--- src/rtl/mcd_pkg.sv ---
package mcd_pkg;

  localparam int DESC_W = 5;

  // Descriptor word, packed so that busy is bit 0 and bcr is bit 4
  typedef struct packed {
    logic bcr;
    logic acc;
    logic bsel;
    logic birq;
    logic busy;
  } desc_t;

  // Actions decoded from one completion strobe
  typedef struct packed {
    logic upd;
    logic set_acc;
    logic toggle;
    logic set_bcr;
    logic irq;
  } evt_act_t;

endpackage

--- src/rtl/mcd_evt_dec.sv ---
module mcd_evt_dec
  import mcd_pkg::*;
(
  input  logic     evt_stb,
  input  logic     evt_err,
  input  logic     evt_illegal,
  input  logic     evt_bcast,
  input  logic     evt_tr,
  input  logic     cfg_bcast_dis,
  input  logic     cfg_pingpong,
  input  logic     cfg_irq_en,
  input  logic     code_busy,
  input  logic     code_birq,
  output evt_act_t act
);

  logic accepted;
  logic clean;
  logic bcast_rx;

  always_comb begin
    // A broadcast while broadcasts are disabled was never a valid command
    accepted = evt_stb && !(evt_bcast && cfg_bcast_dis);
    clean    = accepted && !evt_err && !evt_illegal;
    bcast_rx = clean && evt_bcast && !evt_tr;

    act.upd     = accepted;
    act.set_acc = accepted;
    act.toggle  = clean && cfg_pingpong && !code_busy;
    act.set_bcr = bcast_rx;
    act.irq     = bcast_rx && code_birq && cfg_irq_en;
  end

endmodule

--- src/rtl/mcd_desc_bank.sv ---
module mcd_desc_bank
  import mcd_pkg::*;
#(
  parameter int NUM_CODES = 32,
  localparam int CODE_W = $clog2(NUM_CODES)
) (
  input  logic                 clk,
  input  logic                 rst,
  input  logic                 soft_rst,
  input  logic                 host_rd,
  input  logic                 host_wr,
  input  logic [CODE_W-1:0]    host_addr,
  input  logic [DESC_W-1:0]    host_wdata,
  output logic [DESC_W-1:0]    host_rdata,
  input  evt_act_t             act,
  input  logic [CODE_W-1:0]    evt_code,
  output logic [NUM_CODES-1:0] busy_v,
  output logic [NUM_CODES-1:0] birq_v,
  output logic [NUM_CODES-1:0] bsel_v,
  output logic [NUM_CODES-1:0] acc_v,
  output logic [NUM_CODES-1:0] bcr_v
);

  desc_t wr_word;
  assign wr_word = desc_t'(host_wdata);

  for (genvar g = 0; g < NUM_CODES; g++) begin : g_entry
    logic hit_wr, hit_rd, hit_evt;
    assign hit_wr  = host_wr && (host_addr == CODE_W'(g));
    assign hit_rd  = host_rd && (host_addr == CODE_W'(g));
    assign hit_evt = act.upd && (evt_code == CODE_W'(g));

    // Host-writable control bits: master reset only
    always_ff @(posedge clk) begin
      if (rst) begin
        busy_v[g] <= 1'b0;
        birq_v[g] <= 1'b0;
      end else if (hit_wr) begin
        busy_v[g] <= wr_word.busy;
        birq_v[g] <= wr_word.birq;
      end
    end

    // Status flags: master or software reset
    always_ff @(posedge clk) begin
      if (rst || soft_rst) begin
        bsel_v[g] <= 1'b0;
        acc_v[g]  <= 1'b0;
        bcr_v[g]  <= 1'b0;
      end else begin
        if (hit_evt && act.toggle)
          bsel_v[g] <= ~bsel_v[g];
        if (hit_evt && act.set_acc)
          acc_v[g] <= 1'b1;
        else if (hit_rd)
          acc_v[g] <= 1'b0;
        if (hit_evt && act.set_bcr)
          bcr_v[g] <= 1'b1;
      end
    end
  end

  desc_t rd_word;
  always_comb begin
    rd_word.busy = busy_v[host_addr];
    rd_word.birq = birq_v[host_addr];
    rd_word.bsel = bsel_v[host_addr];
    rd_word.acc  = acc_v[host_addr];
    rd_word.bcr  = bcr_v[host_addr];
  end

  always_ff @(posedge clk) begin
    if (rst)
      host_rdata <= '0;
    else if (host_rd)
      host_rdata <= rd_word;
  end

endmodule

--- src/rtl/mcd_irq_ctrl.sv ---
module mcd_irq_ctrl #(
  parameter int CODE_W = 5
) (
  input  logic              clk,
  input  logic              rst,
  input  logic              soft_rst,
  input  logic              fire,
  input  logic [CODE_W-1:0] fire_code,
  input  logic              irq_ack,
  output logic              irq_out,
  output logic              log_valid,
  output logic [CODE_W-1:0] log_code
);

  always_ff @(posedge clk) begin
    if (rst || soft_rst)
      irq_out <= 1'b0;
    else if (fire)
      irq_out <= 1'b1;
    else if (irq_ack)
      irq_out <= 1'b0;
  end

  always_ff @(posedge clk) begin
    if (rst) begin
      log_valid <= 1'b0;
      log_code  <= '0;
    end else begin
      log_valid <= fire && !soft_rst;
      if (fire)
        log_code <= fire_code;
    end
  end

endmodule

--- src/rtl/mcd_lookup.sv ---
module mcd_lookup #(
  parameter int NUM_CODES = 32,
  parameter int DATA_LO   = 16,
  localparam int CODE_W = $clog2(NUM_CODES)
) (
  input  logic                 clk,
  input  logic                 rst,
  input  logic                 cmd_stb,
  input  logic [CODE_W-1:0]    cmd_code,
  input  logic                 cfg_pingpong,
  input  logic [NUM_CODES-1:0] bsel_v,
  input  logic [NUM_CODES-1:0] busy_v,
  output logic                 lkp_valid,
  output logic                 lkp_buf_b,
  output logic                 lkp_busy,
  output logic                 lkp_inhibit
);

  logic busy_sel, data_code;
  assign busy_sel  = busy_v[cmd_code];
  assign data_code = (cmd_code >= CODE_W'(DATA_LO));

  always_ff @(posedge clk) begin
    if (rst) begin
      lkp_valid   <= 1'b0;
      lkp_buf_b   <= 1'b0;
      lkp_busy    <= 1'b0;
      lkp_inhibit <= 1'b0;
    end else begin
      lkp_valid <= cmd_stb;
      if (cmd_stb) begin
        lkp_buf_b   <= cfg_pingpong && bsel_v[cmd_code];
        lkp_busy    <= busy_sel;
        lkp_inhibit <= busy_sel && data_code;
      end
    end
  end

endmodule

--- src/rtl/mcd_ctrl_top.sv ---
module mcd_ctrl_top
  import mcd_pkg::*;
#(
  parameter int NUM_CODES = 32,
  parameter int DATA_LO   = 16,
  localparam int CODE_W = $clog2(NUM_CODES)
) (
  input  logic              clk,
  input  logic              rst,
  input  logic              soft_rst,
  input  logic              cfg_pingpong,
  input  logic              cfg_bcast_dis,
  input  logic              cfg_irq_en,
  input  logic              cmd_stb,
  input  logic [CODE_W-1:0] cmd_code,
  output logic              lkp_valid,
  output logic              lkp_buf_b,
  output logic              lkp_busy,
  output logic              lkp_inhibit,
  input  logic              evt_stb,
  input  logic [CODE_W-1:0] evt_code,
  input  logic              evt_err,
  input  logic              evt_illegal,
  input  logic              evt_bcast,
  input  logic              evt_tr,
  input  logic              host_rd,
  input  logic              host_wr,
  input  logic [CODE_W-1:0] host_addr,
  input  logic [DESC_W-1:0] host_wdata,
  output logic [DESC_W-1:0] host_rdata,
  output logic              irq_out,
  input  logic              irq_ack,
  output logic              log_valid,
  output logic [CODE_W-1:0] log_code
);

  logic [NUM_CODES-1:0] busy_v, birq_v, bsel_v, acc_v, bcr_v;
  evt_act_t act;

  mcd_evt_dec u_dec (
    .evt_stb      (evt_stb),
    .evt_err      (evt_err),
    .evt_illegal  (evt_illegal),
    .evt_bcast    (evt_bcast),
    .evt_tr       (evt_tr),
    .cfg_bcast_dis(cfg_bcast_dis),
    .cfg_pingpong (cfg_pingpong),
    .cfg_irq_en   (cfg_irq_en),
    .code_busy    (busy_v[evt_code]),
    .code_birq    (birq_v[evt_code]),
    .act          (act)
  );

  mcd_desc_bank #(.NUM_CODES(NUM_CODES)) u_bank (
    .clk       (clk),
    .rst       (rst),
    .soft_rst  (soft_rst),
    .host_rd   (host_rd),
    .host_wr   (host_wr),
    .host_addr (host_addr),
    .host_wdata(host_wdata),
    .host_rdata(host_rdata),
    .act       (act),
    .evt_code  (evt_code),
    .busy_v    (busy_v),
    .birq_v    (birq_v),
    .bsel_v    (bsel_v),
    .acc_v     (acc_v),
    .bcr_v     (bcr_v)
  );

  mcd_irq_ctrl #(.CODE_W(CODE_W)) u_irq (
    .clk      (clk),
    .rst      (rst),
    .soft_rst (soft_rst),
    .fire     (act.irq),
    .fire_code(evt_code),
    .irq_ack  (irq_ack),
    .irq_out  (irq_out),
    .log_valid(log_valid),
    .log_code (log_code)
  );

  mcd_lookup #(.NUM_CODES(NUM_CODES), .DATA_LO(DATA_LO)) u_lkp (
    .clk         (clk),
    .rst         (rst),
    .cmd_stb     (cmd_stb),
    .cmd_code    (cmd_code),
    .cfg_pingpong(cfg_pingpong),
    .bsel_v      (bsel_v),
    .busy_v      (busy_v),
    .lkp_valid   (lkp_valid),
    .lkp_buf_b   (lkp_buf_b),
    .lkp_busy    (lkp_busy),
    .lkp_inhibit (lkp_inhibit)
  );

endmodule

--- config.mk ---
export PLATFORM = sky130hd
export DESIGN_NAME = mcd_ctrl_top
export DESIGN_NICKNAME = d
export VERILOG_FILES = /design/src/rtl/mcd_pkg.sv /design/src/rtl/mcd_evt_dec.sv /design/src/rtl/mcd_desc_bank.sv /design/src/rtl/mcd_irq_ctrl.sv /design/src/rtl/mcd_lookup.sv /design/src/rtl/mcd_ctrl_top.sv
export SDC_FILE = /design/constraint.sdc
export NUM_CORES = 1
export LEC_CHECK = 0
export BUFFER_PORTS_ARGS = -buffer_cell sky130_fd_sc_hd__buf_2
export CAP_MARGIN = 20
export CORE_UTILIZATION = 38
export CTS_CLUSTER_SIZE = 25
export DETAILED_ROUTE_END_ITERATION = 10
export PLACE_DENSITY = 0.53
export SETUP_SLACK_MARGIN = 0.02
export SLEW_MARGIN = 20
export SYNTH_ARGS = -nofsm -noshare
export SYNTH_HDL_FRONTEND = slang
export SYNTH_SLANG_ARGS = --single-unit
--- constraint.sdc ---
create_clock -name clk -period 3 [get_ports clk]
set_input_delay 0.3 -clock clk [delete_from_list [all_inputs] [get_ports clk]]
set_output_delay 0.3 -clock clk [all_outputs]
set_load 0.01 [all_outputs]
# == Yosys cells after proc, flatten, opt, wreduce, memory -nomap -nowiden ==
# Index checks and enable logic that the tools add are counted.
# op_classes
n_lt_le_gt_ge,4
n_eq_ne,62
mux,84
n_bitwise,32
reduce_logical,247
# ops
cell,n
1-bit logical AND,205
5-bit equality test (second input constant),32
5-bit by 4-bit equality test with 1-bit output (second input constant),16
1-bit two-way mux,75
2-bit nonzero test,33
1-bit binary-select mux with 5-bit select,9
5-bit by 3-bit equality test with 1-bit output (second input constant),8
1-bit NOT,32
5-bit by 2-bit equality test with 1-bit output (second input constant),4
5-bit by 6-bit < comparator with 1-bit output (second input constant),3
5-bit by 1-bit equality test with 1-bit output (second input constant),2
5-bit zero test,2
1-bit zero test,6
5-bit greater-or-equal comparator (second input constant),1
1-bit logical OR,1
# word_totals
ff_bits,176
inputBits,35
out_inout_bits,16
elab_cells,597

# == Depth between registers and ports, before layout ==
# logic_depth
ltp_word,10
depth_mapped,9
depth_no_buf,6

# == By module ==
# From an unflattened synthesis, not the netlist that was laid out.
# hier_totals
hier_cells,1064
area_unflattened_um2,9537.9
# modules_own_cells
module,n_inst,cells_each,area_per_inst_um2,seq_area_each_um2
mcd_desc_bank,1,894,7856.3,3303.2
mcd_lookup,1,66,745.7,80.1
mcd_ctrl_top,1,72,610.6,0.0
mcd_irq_ctrl,1,22,245.2,140.1
mcd_evt_dec,1,10,80.1,0.0

# == Least setup slack after synthesis ==
# No wires, ideal clock.
# synth_path
kind,input to register
startpoint,in cmd_code[0]
endpoint,reg u_lkp.lkp_buf_b
setup_ps,127
arrival_ps,2349
required_ps,2873
slack_ps,525
stages,6
path_buffers,2
cell_sequence,clkbuf_1 > buf_1 > mux4_2 > mux4_2 > mux2i_1 > o32ai_1
# synth_via
elab_chain_cells,3
# synth_lines
item,line_no,rtl
start: declaration,mcd_ctrl_top.sv:15,"input logic [CODE_W-1:0] cmd_code,"
1-bit binary-select mux with 5-bit select,mcd_lookup.sv:32,lkp_buf_b <= cfg_pingpong && bsel_v[cmd_code];
1-bit two-way mux (not written as such),mcd_lookup.sv:32,
1-bit logical AND,mcd_lookup.sv:32,
end signal: assignment,mcd_lookup.sv:32,
end: declaration,mcd_lookup.sv:14,"output logic lkp_buf_b,"
# Every way passes these cells. The select of a mux whose other input is x is not followed.
# A chain may end at the register's enable or synchronous reset.

# == Worst setup path after layout ==
# layout_path
startpoint,reg u_bank.busy_v[10]
endpoint,reg u_bank.bsel_v[14]
# layout_via
elab_chain_cells,5
# layout_lines
item,line_no,rtl
start: declaration,mcd_desc_bank.sv:17,"output logic [NUM_CODES-1:0] busy_v,"
start signal: indexed assignment,mcd_desc_bank.sv:39,busy_v[g] <= wr_word.busy;
1-bit binary-select mux with 5-bit select,mcd_ctrl_top.sv:49,".code_busy (busy_v[evt_code]),"
1-bit two-way mux (not written as such),mcd_ctrl_top.sv:49,
1-bit zero test,mcd_evt_dec.sv:29,act.toggle = clean && cfg_pingpong && !code_busy;
1-bit logical AND,mcd_evt_dec.sv:29,
1-bit logical AND,mcd_desc_bank.sv:51,if (hit_evt && act.toggle)
end signal: indexed assignment,mcd_desc_bank.sv:52,bsel_v[g] <= ~bsel_v[g];
end: declaration,mcd_desc_bank.sv:19,"output logic [NUM_CODES-1:0] bsel_v,"
# Every way passes these cells. The select of a mux whose other input is x is not followed.

==> flow_summary.json <==
{
  "status": "completed",
  "ir_drop_v": 0.000305,
  "synth_cell_types": 39,
  "pin_count": 51,
  "min_period_ps": 2460,
  "p_per_area_nw_per_um2": 494,
  "holdPathStages": 2,
  "ctsResizeCount": 0,
  "track_usage_pct": 23.0,
  "cp.depth": 5,
  "fin_ws_ps": 540,
  "post-route-period-util_pct": 82.0,
  "finalNetCount": 1015,
  "seq_area_frac_synth_pct": 39.1,
  "path_class": "flop to flop",
  "hp-class": "input port to flop",
  "final_cell_mix": "176 x dfxtp_1, 123 x nand2_1, 102 x a21oi_1",
  "crit_buf_inv": 0,
  "p_int_mw": 3.72,
  "setup_violations": 0,
  "synthFlopType": "dfxtp_1",
  "crit_arrival_ps": 2820,
  "die_h_um": 156,
  "clock_skew_ps": 14.4,
  "cpMaxStageDelayCell": "mux4_1",
  "worst_ep_required_time_ps": 3360,
  "viasPerCell": 5.83,
  "clkLatencyLatePin_ps": 440,
  "cts_tree": "yes",
  "final_common_cell": "dfxtp_1",
  "dpl-instance-area_um2": 9570,
  "pre_cts_slack_ps": 318,
  "tns_ps": 0,
  "cap_violations": 0,
  "drv_slew": 0,
  "placement.io_buffers": 47,
  "ctsHoldBuffers": 0,
  "netlist_area_um2": 9010,
  "start_util_pct": 39.3,
  "synth-compound-area-share_pct": 13.9,
  "grt-ovfl-total": 0,
  "synthAdderAreaFrac_pct": 0,
  "fin_area_um2": 10100,
  "fp.dieArea_um2": 24300,
  "synth_xor_area_share_pct": 1.26,
  "max_slew_margin_pct": 44.1,
  "p_clk_share_pct": 44.2,
  "combPwrFrac_pct": 8.7,
  "cts_max_level": 4,
  "ant_nets": 0,
  "synthSimpleGateAreaFrac_pct": 17.8,
  "swShare_pct": 25.7,
  "root_buffer": "clkbuf_16",
  "drtIter0Drc": 643,
  "crit_family": "multiplexers",
  "core_area_um2": 22900,
  "n_antenna_cell": 0,
  "crit_path_start_kind": "flop",
  "grt_pass1_wl_um": 42300,
  "die_w_um": 156,
  "timing.hold.ws_ps": 149,
  "synth_fp_nets": 1003,
  "synth_warnings": 0,
  "grt_pass1_vias": 7306,
  "synth_top_family_by_area": "multiplexers",
  "tightest_slew_ps": 832,
  "netlist_instances": 968,
  "rows": 55,
  "synth_edf_count": 0,
  "nFillCells": 2242,
  "power_mw": 5.01,
  "num_vias": 7617,
  "r2r_cells": 5,
  "seqPwrFrac_pct": 47.1,
  "numCtsBuffers": 17,
  "max_freq_ghz": 0.406,
  "wl_per_cell_um": 20.7,
  "hpwl_um": 18300,
  "hold_viol_final": 0,
  "end_kind": "flop",
  "crit_start": "u_bank.busy_v[10]",
  "synth_seq_cells": 176,
  "avgSynthCellArea_um2": 9.31,
  "drive_above_1_share_pct": 19.7,
  "slowest_delay_ps": 540,
  "routed_wl_um": 27100,
  "cp_max_fo": 31,
  "path_clk_slew_ps": 70,
  "switchingPower_mw": 1.29,
  "synthMuxAreaShare_pct": 23.9,
  "async_flop_share_pct": 0,
  "grt_max_degree": 50,
  "grt_antenna_before_repair": 0,
  "hold_start": "cmd_stb",
  "p_leak_nw": 3.40,
  "cts_sinks": 176,
  "drc_errors": 0,
  "clk_path_buf_depth": 2,
  "r2r_start": "u_bank.busy_v[10]",
  "postCtsSetupBuffers": 0,
  "syn2layout_area_growth_pct": 12.5,
  "gp_congestion": 0.810,
  "crit_chain": "mux4_1, mux4_2, or3_4, or3_1, a21oi_1",
  "firstDrtPassIters": 7,
  "rsz0062_at_grt": "no"
}
[layout make-up]
cell class / count / area, µm² / area share [%]
well taps: 313 / 392 / 3.86
clock inverters: 8 / 80.1 / 0.790
inverters: 1 / 3.75 / 0.0370
multi-input cells: 704 / 5130 / 50.6
flip-flops and latches: 176 / 3520 / 34.7
clock buffers: 24 / 492 / 4.85
repair buffers: 80 / 520 / 5.13
[registers in the layout, indices dropped and copies added, names as in the netlist]
| name | count |
|---|---|
| u_bank.host_rdata | 5 |
| u_bank.bcr_v | 32 |
| u_bank.acc_v | 32 |
| u_bank.bsel_v | 32 |
| u_lkp.lkp_inhibit | 1 |
| u_irq.irq_out | 1 |
| u_irq.log_code | 5 |
| u_irq.log_valid | 1 |
| u_lkp.lkp_busy | 1 |
| u_lkp.lkp_buf_b | 1 |
| u_bank.busy_v | 32 |
| u_lkp.lkp_valid | 1 |
| u_bank.birq_v | 32 |
[stage by stage]
| stage | instances | util (%) |
|---|---|---|
| floorplan | 968 | - |
| global placement | 1274 | 41.8 |
| detailed placement | 1274 | 41.8 |
| CTS | 1306 | 44.3 |
| global route | 1306 | 44.3 |
| finish | 1306 | 44.3 |
[worst register-to-register path, stage by stage, from the launching register on]
cell and delay [ps]:
dfxtp_1 360, mux4_1 540, mux4_2 480, or3_4 480
or3_1 390, a21oi_1 140
[per-layer routing]
metal | vias up | GRT usage, % | part of all wire [%]
li1 | 3586 | - | -
met1 | 3798 | 29.8 | 44
met2 | 198 | 39.1 | 50
met3 | 35 | 3.08 | 3.9
met4 | 0 | 8.36 | 2.5
met5 | - | 0 | 0
[cells in the mapped netlist, types with 3 or more instances]
library cell	instances	area, µm²
a211oi_1	3	22.5
a21oi_1	102	510
a221o_1	4	40.0
a31oi_1	34	213
and2_1	4	25.0
buf_1	14	52.6
buf_2	7	35.0
buf_6	3	33.8
clkbuf_1	62	233
dfxtp_1	176	3520
mux2_2	6	67.6
mux2i_1	27	270
mux4_1	4	105
mux4_2	76	1710
nand2_1	123	462
nand2b_1	18	113
nand3_1	43	215
nand4_1	10	62.6
nor2_1	93	349
nor2b_1	12	75.1
nor3_1	13	65.1
nor4_1	10	62.6
nor4b_1	5	43.8
o21ai_0	67	335
o22ai_1	8	50.1
o311ai_0	4	35.0
or3_1	15	93.8
xnor2_1	13	114
[cell families after synthesis]
| group | count (synthesis) |
|---|---|
| flip-flops | 176 |
| XOR/XNOR | 13 |
| buffers and inverters | 88 |
| AO/OA/AOI/OAI | 227 |
| multiplexers | 113 |
| AND/OR/NAND/NOR | 351 |
[power by group through the flow]
stage | Combinational, mW | Clock [mW] | Sequential, mW
detailed placement | 0.435 | 0 | 2.41
floorplan | 0.274 | 0 | 2.41
global route | 0.465 | 2.33 | 2.36
global placement | 0.433 | 0 | 2.41
finish | 0.434 | 2.21 | 2.36
CTS | 0.435 | 2.24 | 2.36
[path summary, 6_finish.rpt]
path                             to  slack [ps]
hold reg to reg    u_bank.bcr_v[14]         460
hold / removal      u_lkp.lkp_buf_b         150
setup reg to reg  u_bank.bsel_v[14]         540
setup / recovery  u_bank.bsel_v[14]         540
(Power assumes the default switching activity.)
